==> config.mk <==
export PLATFORM = sky130hd
export DESIGN_NAME = mbx_wr_engine
export DESIGN_NICKNAME = d
export VERILOG_FILES = /design/src/rtl/mbx_pkg.sv /design/src/rtl/mbx_decode.sv /design/src/rtl/mbx_merge.sv /design/src/rtl/mbx_seq.sv /design/src/rtl/mbx_wr_engine.sv
export SDC_FILE = /design/constraint.sdc
export NUM_CORES = 1
export LEC_CHECK = 0
export ABC_AREA = 1
export ABC_CLOCK_PERIOD_IN_PS = 2500
export BUFFER_PORTS_ARGS = -buffer_cell sky130_fd_sc_hd__buf_2
export CAP_MARGIN = 20
export CORE_MARGIN = 5
export CORE_UTILIZATION = 54
export CTS_CLUSTER_DIAMETER = 100
export CTS_CLUSTER_SIZE = 20
export DETAILED_ROUTE_END_ITERATION = 16
export PLACE_DENSITY = 0.86
export SETUP_SLACK_MARGIN = 0.02
export SKIP_CTS_REPAIR_TIMING = 1
export SYNTH_ARGS = -nofsm -noshare
export SYNTH_HDL_FRONTEND = slang
export SYNTH_SLANG_ARGS = --single-unit
==> constraint.sdc <==
create_clock -name clk -period 2.5 [get_ports clk]
set_clock_uncertainty 0.1 [all_clocks]
set_input_delay 0.125 -clock clk [delete_from_list [all_inputs] [get_ports clk]]
set_output_delay 0.125 -clock clk [all_outputs]
set_load 0.01 [all_outputs]
==> src/rtl/mbx_pkg.sv <==
package mbx_pkg;
  localparam int CMD_W  = 64;
  localparam int WORD_W = 32;
  localparam int CORE_W = 10;
  localparam int OFFS_W = 16;
  localparam int LANES  = WORD_W / 8;

  // Command field positions
  localparam int PAY_LSB  = 32;
  localparam int KEEP_LSB = 27;
  localparam int CORE_LSB = 16;

  typedef enum logic [2:0] {
    ST_IDLE,
    ST_READ,
    ST_WRITE,
    ST_DONE,
    ST_FAIL
  } mbx_state_e;

  // Mailbox slot offset: base + 0x20 + 4*slot
  function automatic logic [OFFS_W-1:0] slot_offset(input logic [OFFS_W-1:0] base,
                                                     input logic [2:0] slot);
    return base + 16'h0020 + {11'b0, slot, 2'b00};
  endfunction

  // Core identifier beyond populated range
  function automatic logic core_absent(input logic [CORE_W-1:0] core,
                                       input logic [CORE_W:0] limit);
    return ({1'b0, core} >= limit);
  endfunction
endpackage

==> src/rtl/mbx_decode.sv <==
module mbx_decode
  import mbx_pkg::*;
#(
  parameter int NUM_CORES = 4,
  parameter logic [15:0] MBOX_BASE = 16'h0800
) (
  input  logic [CMD_W-1:0]  cmd,
  input  logic              is_any,
  input  logic              is_full,
  output logic [CORE_W-1:0] core,
  output logic [OFFS_W-1:0] offs,
  output logic [LANES-1:0]  keep,
  output logic [WORD_W-1:0] payload,
  output logic              reject
);
  localparam logic [CORE_W:0] CORE_LIM = NUM_CORES[CORE_W:0];

  logic unused_cmd_bits;
  assign unused_cmd_bits = ^{cmd[31], cmd[26]};

  assign core    = cmd[CORE_LSB +: CORE_W];
  assign keep    = cmd[KEEP_LSB +: LANES];
  assign payload = cmd[PAY_LSB +: WORD_W];
  assign offs    = is_any ? cmd[OFFS_W-1:0] : slot_offset(MBOX_BASE, cmd[4:2]);
  assign reject  = !is_full || core_absent(core, CORE_LIM);
endmodule

==> src/rtl/mbx_merge.sv <==
module mbx_merge
  import mbx_pkg::*;
(
  input  logic [WORD_W-1:0] old_word,
  input  logic [WORD_W-1:0] new_word,
  input  logic [LANES-1:0]  keep,
  output logic [WORD_W-1:0] merged
);
  for (genvar g = 0; g < LANES; g++) begin : g_lane
    assign merged[g*8 +: 8] = keep[g] ? old_word[g*8 +: 8] : new_word[g*8 +: 8];
  end
endmodule

==> src/rtl/mbx_seq.sv <==
module mbx_seq
  import mbx_pkg::*;
(
  input  logic              clk,
  input  logic              rst_n,
  input  logic              take,
  input  logic              reject,
  input  logic [CORE_W-1:0] in_core,
  input  logic [OFFS_W-1:0] in_offs,
  input  logic [LANES-1:0]  in_keep,
  input  logic [WORD_W-1:0] in_payload,
  input  logic              rd_ack,
  input  logic [WORD_W-1:0] merged,
  output logic              idle,
  output logic              rd_req,
  output logic              wr,
  output logic              fin_ok,
  output logic              fin_bad,
  output logic [CORE_W-1:0] core_q,
  output logic [OFFS_W-1:0] offs_q,
  output logic [LANES-1:0]  keep_q,
  output logic [WORD_W-1:0] pay_q,
  output logic [WORD_W-1:0] wdata_q
);
  mbx_state_e state;

  always_ff @(posedge clk) begin
    if (!rst_n) begin
      state   <= ST_IDLE;
      core_q  <= '0;
      offs_q  <= '0;
      keep_q  <= '0;
      pay_q   <= '0;
      wdata_q <= '0;
    end else begin
      unique case (state)
        ST_IDLE: if (take) begin
          core_q  <= in_core;
          offs_q  <= in_offs;
          keep_q  <= in_keep;
          pay_q   <= in_payload;
          wdata_q <= in_payload;
          if (reject)              state <= ST_FAIL;
          else if (in_keep == '0)  state <= ST_WRITE;
          else                     state <= ST_READ;
        end
        ST_READ: if (rd_ack) begin
          wdata_q <= merged;
          state   <= ST_WRITE;
        end
        ST_WRITE: state <= ST_DONE;
        ST_DONE:  state <= ST_IDLE;
        ST_FAIL:  state <= ST_IDLE;
        default:  state <= ST_IDLE;
      endcase
    end
  end

  assign idle    = (state == ST_IDLE);
  assign rd_req  = (state == ST_READ);
  assign wr      = (state == ST_WRITE);
  assign fin_ok  = (state == ST_DONE);
  assign fin_bad = (state == ST_FAIL);
endmodule

==> src/rtl/mbx_wr_engine.sv <==
module mbx_wr_engine
  import mbx_pkg::*;
#(
  parameter int NUM_CORES = 4,
  parameter logic [15:0] MBOX_BASE = 16'h0800
) (
  input  logic        clk,
  input  logic        rst_n,
  input  logic        cmd_valid,
  output logic        cmd_ready,
  input  logic        cmd_any,
  input  logic        cmd_full,
  input  logic [63:0] cmd_data,
  output logic [9:0]  m_core,
  output logic [15:0] m_addr,
  output logic        m_rd_req,
  input  logic        m_rd_ack,
  input  logic [31:0] m_rd_data,
  output logic        m_wr,
  output logic [31:0] m_wr_data,
  output logic        done,
  output logic        err
);
  logic [CORE_W-1:0] dec_core;
  logic [OFFS_W-1:0] dec_offs;
  logic [LANES-1:0]  dec_keep;
  logic [WORD_W-1:0] dec_payload;
  logic              dec_reject;
  logic [LANES-1:0]  keep_q;
  logic [WORD_W-1:0] pay_q;
  logic [WORD_W-1:0] merged;

  // Named events for the checker
  logic acc, acc_bad, acc_nokeep;

  mbx_decode #(.NUM_CORES(NUM_CORES), .MBOX_BASE(MBOX_BASE)) u_dec (
    .cmd(cmd_data), .is_any(cmd_any), .is_full(cmd_full),
    .core(dec_core), .offs(dec_offs), .keep(dec_keep),
    .payload(dec_payload), .reject(dec_reject)
  );

  assign acc        = cmd_valid && cmd_ready;
  assign acc_bad    = acc && dec_reject;
  assign acc_nokeep = acc && (dec_keep == '0);

  mbx_merge u_mrg (
    .old_word(m_rd_data), .new_word(pay_q), .keep(keep_q), .merged(merged)
  );

  mbx_seq u_seq (
    .clk(clk), .rst_n(rst_n), .take(acc), .reject(dec_reject),
    .in_core(dec_core), .in_offs(dec_offs), .in_keep(dec_keep),
    .in_payload(dec_payload), .rd_ack(m_rd_ack), .merged(merged),
    .idle(cmd_ready), .rd_req(m_rd_req), .wr(m_wr),
    .fin_ok(done), .fin_bad(err),
    .core_q(m_core), .offs_q(m_addr), .keep_q(keep_q), .pay_q(pay_q),
    .wdata_q(m_wr_data)
  );
endmodule

==> out/results.ini <==
[synthesis]
synth_area_um2 = 4590
yosysTopAreaCellShare = 0.423
synth-seq-cells = 97
warnings_synthesis = 0
synthesis.instances = 699
top_cell_type_by_total_area_after_synthesis = dfxtp_1
syn-num-nets = 801
yosys.cell_count.top_type = nand2_1
post_synth_mux_area_share = 0
ys_top_cells_by_area = dfxtp_1 42%, nand2_1 16%, o21ai_0 7.1%, a21oi_1 7.0%, nor2_1 6.1%
postSynth.asyncResetShare = 0
synth_area_in_xor_xnor = 0
ys_seq_area_frac = 0.423
synth_compound_area_frac = 0.146
synth_adder_area_share = 0
synthSimpleGateAreaFrac = 0.309
synth_top_family_by_area = simple AND/OR/NAND/NOR gates
ys_top_cells_by_count = 199 x nand2_1, 97 x dfxtp_1, 75 x nor2_1
ys.flop_type = dfxtp_1
edff_count_synth = 0
synthesis.area_per_instance_um2 = 6.56
synth.lib_cells_used.distinct = 21

[route]
detail_route.drc_violations = 0
finalWirelength_um = 13600
drt_pre_antenna_iters = 5
first_iter_violations = 266
drt-wirelength-per-cell_um = 13.9
vias = 5073
detail-route-antenna-nets = 0
post_drt_via_cell_ratio = 5.18

[timing]
number_of_max_slew_violations_in_the_final_report = 0
setup_tns_ns = 0
hold_viol = 17
max_clock_freq_ghz = 0.554
slew-limit-headroom = 0.357
holdWs_ns = -0.0370
setup_viol = 0
grt_setup_unrepaired = false
worst-slew-pin-transition_ns = 0.964
worst_slack_ns = 0.695
period_needed_ns = 1.80
fraction_of_the_cycle_the_final_worst_path_needs = 0.722

[finish]
diodes = 0
layout-drive-gt1-share = 0.221
fin_nets = 971
synthToLayoutAreaGrowth_pct = 28.5

[clock_network]
cts.path.max_buffers = 2
tritoncts = built
tritoncts.num_buffers = 9
cts.clk_slew.worst_paths_ns = 0.10
cts_num_sinks = 97
ctsHtreeMaxLevel = 3
clock_insertion_delay_worst_skew_ns = 0.36
cts-root-buf = clkbuf_8

[setup_path]
reg2reg_setup_slack_ns = 0.72
reg2reg_from = u_seq.state[0]$_SDFFE_PN0P_
cp.arrival_ns = 1.58
worstSetupPathType = reg -> out
worst_r2r_path_depth = 6
crit_path_max_fanout = 31
r2r-end = u_seq.wdata_q[20]$_SDFFE_PN0P_
crit_required_ns = 2.28
worst_setup_path_start_kind = register
cp_endpoint_kind = output port

[grt]
first_global_vias = 4431
grt_overflow_total = 0
track_usage = 0.236
maximum_number_of_pins_on_one_net_before_global_route_repair = 67
antenna_found_initial = 0
first_pass_grt_wire_length_um = 19800

[floorplanning]
total_die_area_um2 = 10400
placementRows = 33
floorplan.initialDensity = 0.555
die_width_um = 102
chipHeight_um = 102
ios = 165
core_area_um2 = 8260

[pwr]
power.switching_w = 0.00158
power.share.combinational = 0.335
clockPowerShare = 0.213
power-per-cell-area_nw_per_um2 = 728
switching_share = 0.368
seq_power_share = 0.452
design_internal_power_w = 0.00271
leakage_nw = 2.90
worst_ir_drop_vdd_mv = 0.506

[worst_hold_path]
hold_start = cmd_data[61]
hold_crit_endpoint = u_seq.pay_q[29]$_SDFFE_PN0P_
min_path_cells = 3
holdCritPathClass = in -> reg

[status]
outcome = complete, but fails checks
violations = negative hold slack

[placed_design]
dp_hpwl_um = 8710
finalWeightedCongestion = 0.832
placement.setup.worst_slack_ns = 0.722
placement.io_buffers = 162

[run]
max-cap-violations = 0

==> state kept, by name (all words and copies together) (netlist names) <==
register,count
u_seq.pay_q,32
u_seq.wdata_q,32
u_seq.offs_q,16
u_seq.core_q,10
u_seq.keep_q,4
u_seq.state,3
==> power by group through the flow <==
stage | logic, W | clock network (W) | registers [W]
CTS | 0.00138 | 0.000938 | 0.00194
finish | 0.00144 | 0.000914 | 0.00194
global placement | 0.00133 | 0 | 0.00196
floorplan | 0.000951 | 0 | 0.00200
detailed placement | 0.00137 | 0 | 0.00197
global route | 0.00162 | 0.000998 | 0.00197
==> cell families after synthesis <==
kind of cell | count (synthesis)
simple gates | 345
compound gates | 132
buf+inv | 125
flops | 97
==> layout by cell type, fill, tap and decap left out <==
cell / n
inv_6: 1
clkinv_2: 2
inv_1: 71
clkbuf_8: 9
nor2_1: 75
clkinv_4: 2
nor3_1: 3
dlygate4sd3_1: 40
o21ai_0: 65
nand3_4: 2
o211ai_1: 2
nand2_1: 199
nand2_2: 1
nand3b_1: 1
clkbuf_1: 1
inv_2: 2
buf_2: 162
inv_4: 1
nor2_2: 1
buf_4: 8
clkinvlp_4: 1
nand4_1: 12
nand3_1: 51
a21oi_2: 1
a21oi_1: 64
dfxtp_1: 97
==> metal layers <==
| layer | up-vias | global-route usage | part of all wire |
|---|---|---|---|
| li1 | 2537 | - | - |
| met1 | 2262 | 0.281 | 0.38 |
| met2 | 253 | 0.404 | 0.48 |
| met3 | 21 | 0.0683 | 0.11 |
| met4 | 0 | 0.0868 | 0.018 |
| met5 | - | 0 | 0 |
==> metrics by stage <==
| stage | utilization | std cells | total power, W | hold WS (ns) | instance area (um^2) |
|---|---|---|---|---|---|
| 2_1_floorplan | - | 699 | 0.00295 | 0.186 | 4590 |
| 3_5_place_dp | 0.645 | 923 | 0.00335 | 0.301 | 5320 |
| 6_report | 0.714 | 979 | 0.00429 | -0.0370 | 5890 |
| 5_1_grt | 0.714 | 979 | 0.00458 | 0.00245 | 5890 |
| 3_3_place_gp | 0.645 | 923 | 0.00329 | 0.295 | 5320 |
| 4_1_cts | 0.665 | 939 | 0.00426 | -0.0923 | 5490 |
==> critical path: stages (launching register included) <==
cell     delay (ns)
dfxtp_1        0.38
nor2_2         0.20
nand2_1        0.10
inv_1          0.07
buf_4          0.29
buf_2          0.20
==> worst max path at each step <==
| stage | slack [ns] | end | start | cells after the start |
|---|---|---|---|---|
| 2_1_floorplan | 1.20 | u_seq.pay_q[28]$_SDFFE_PN0P_ | u_seq.state[0]$_SDFFE_PN0P_ | 6 |
| 3_3_place_gp | 0.78 | u_seq.wdata_q[21]$_SDFFE_PN0P_ | u_seq.state[0]$_SDFFE_PN0P_ | 6 |
| 3_5_place_dp | 0.72 | u_seq.wdata_q[8]$_SDFFE_PN0P_ | u_seq.state[1]$_SDFFE_PN0P_ | 8 |
| 4_1_cts | 0.69 | cmd_ready | u_seq.state[0]$_SDFFE_PN0P_ | 5 |
| 5_1_grt | 0.54 | u_seq.wdata_q[21]$_SDFFE_PN0P_ | u_seq.state[0]$_SDFFE_PN0P_ | 6 |
| 6_report | 0.70 | cmd_ready | u_seq.state[0]$_SDFFE_PN0P_ | 5 |
==> cell type report <==
class,instances,area [um^2]
clock buffers,10,128
clock inverters,6,43.8
fillers,688,2360
inverters,74,280
multi-input cells,477,2100
flip-flops and latches,97,1940
well taps,105,131
repair buffers,210,1270
(Power assumes the default switching activity.)
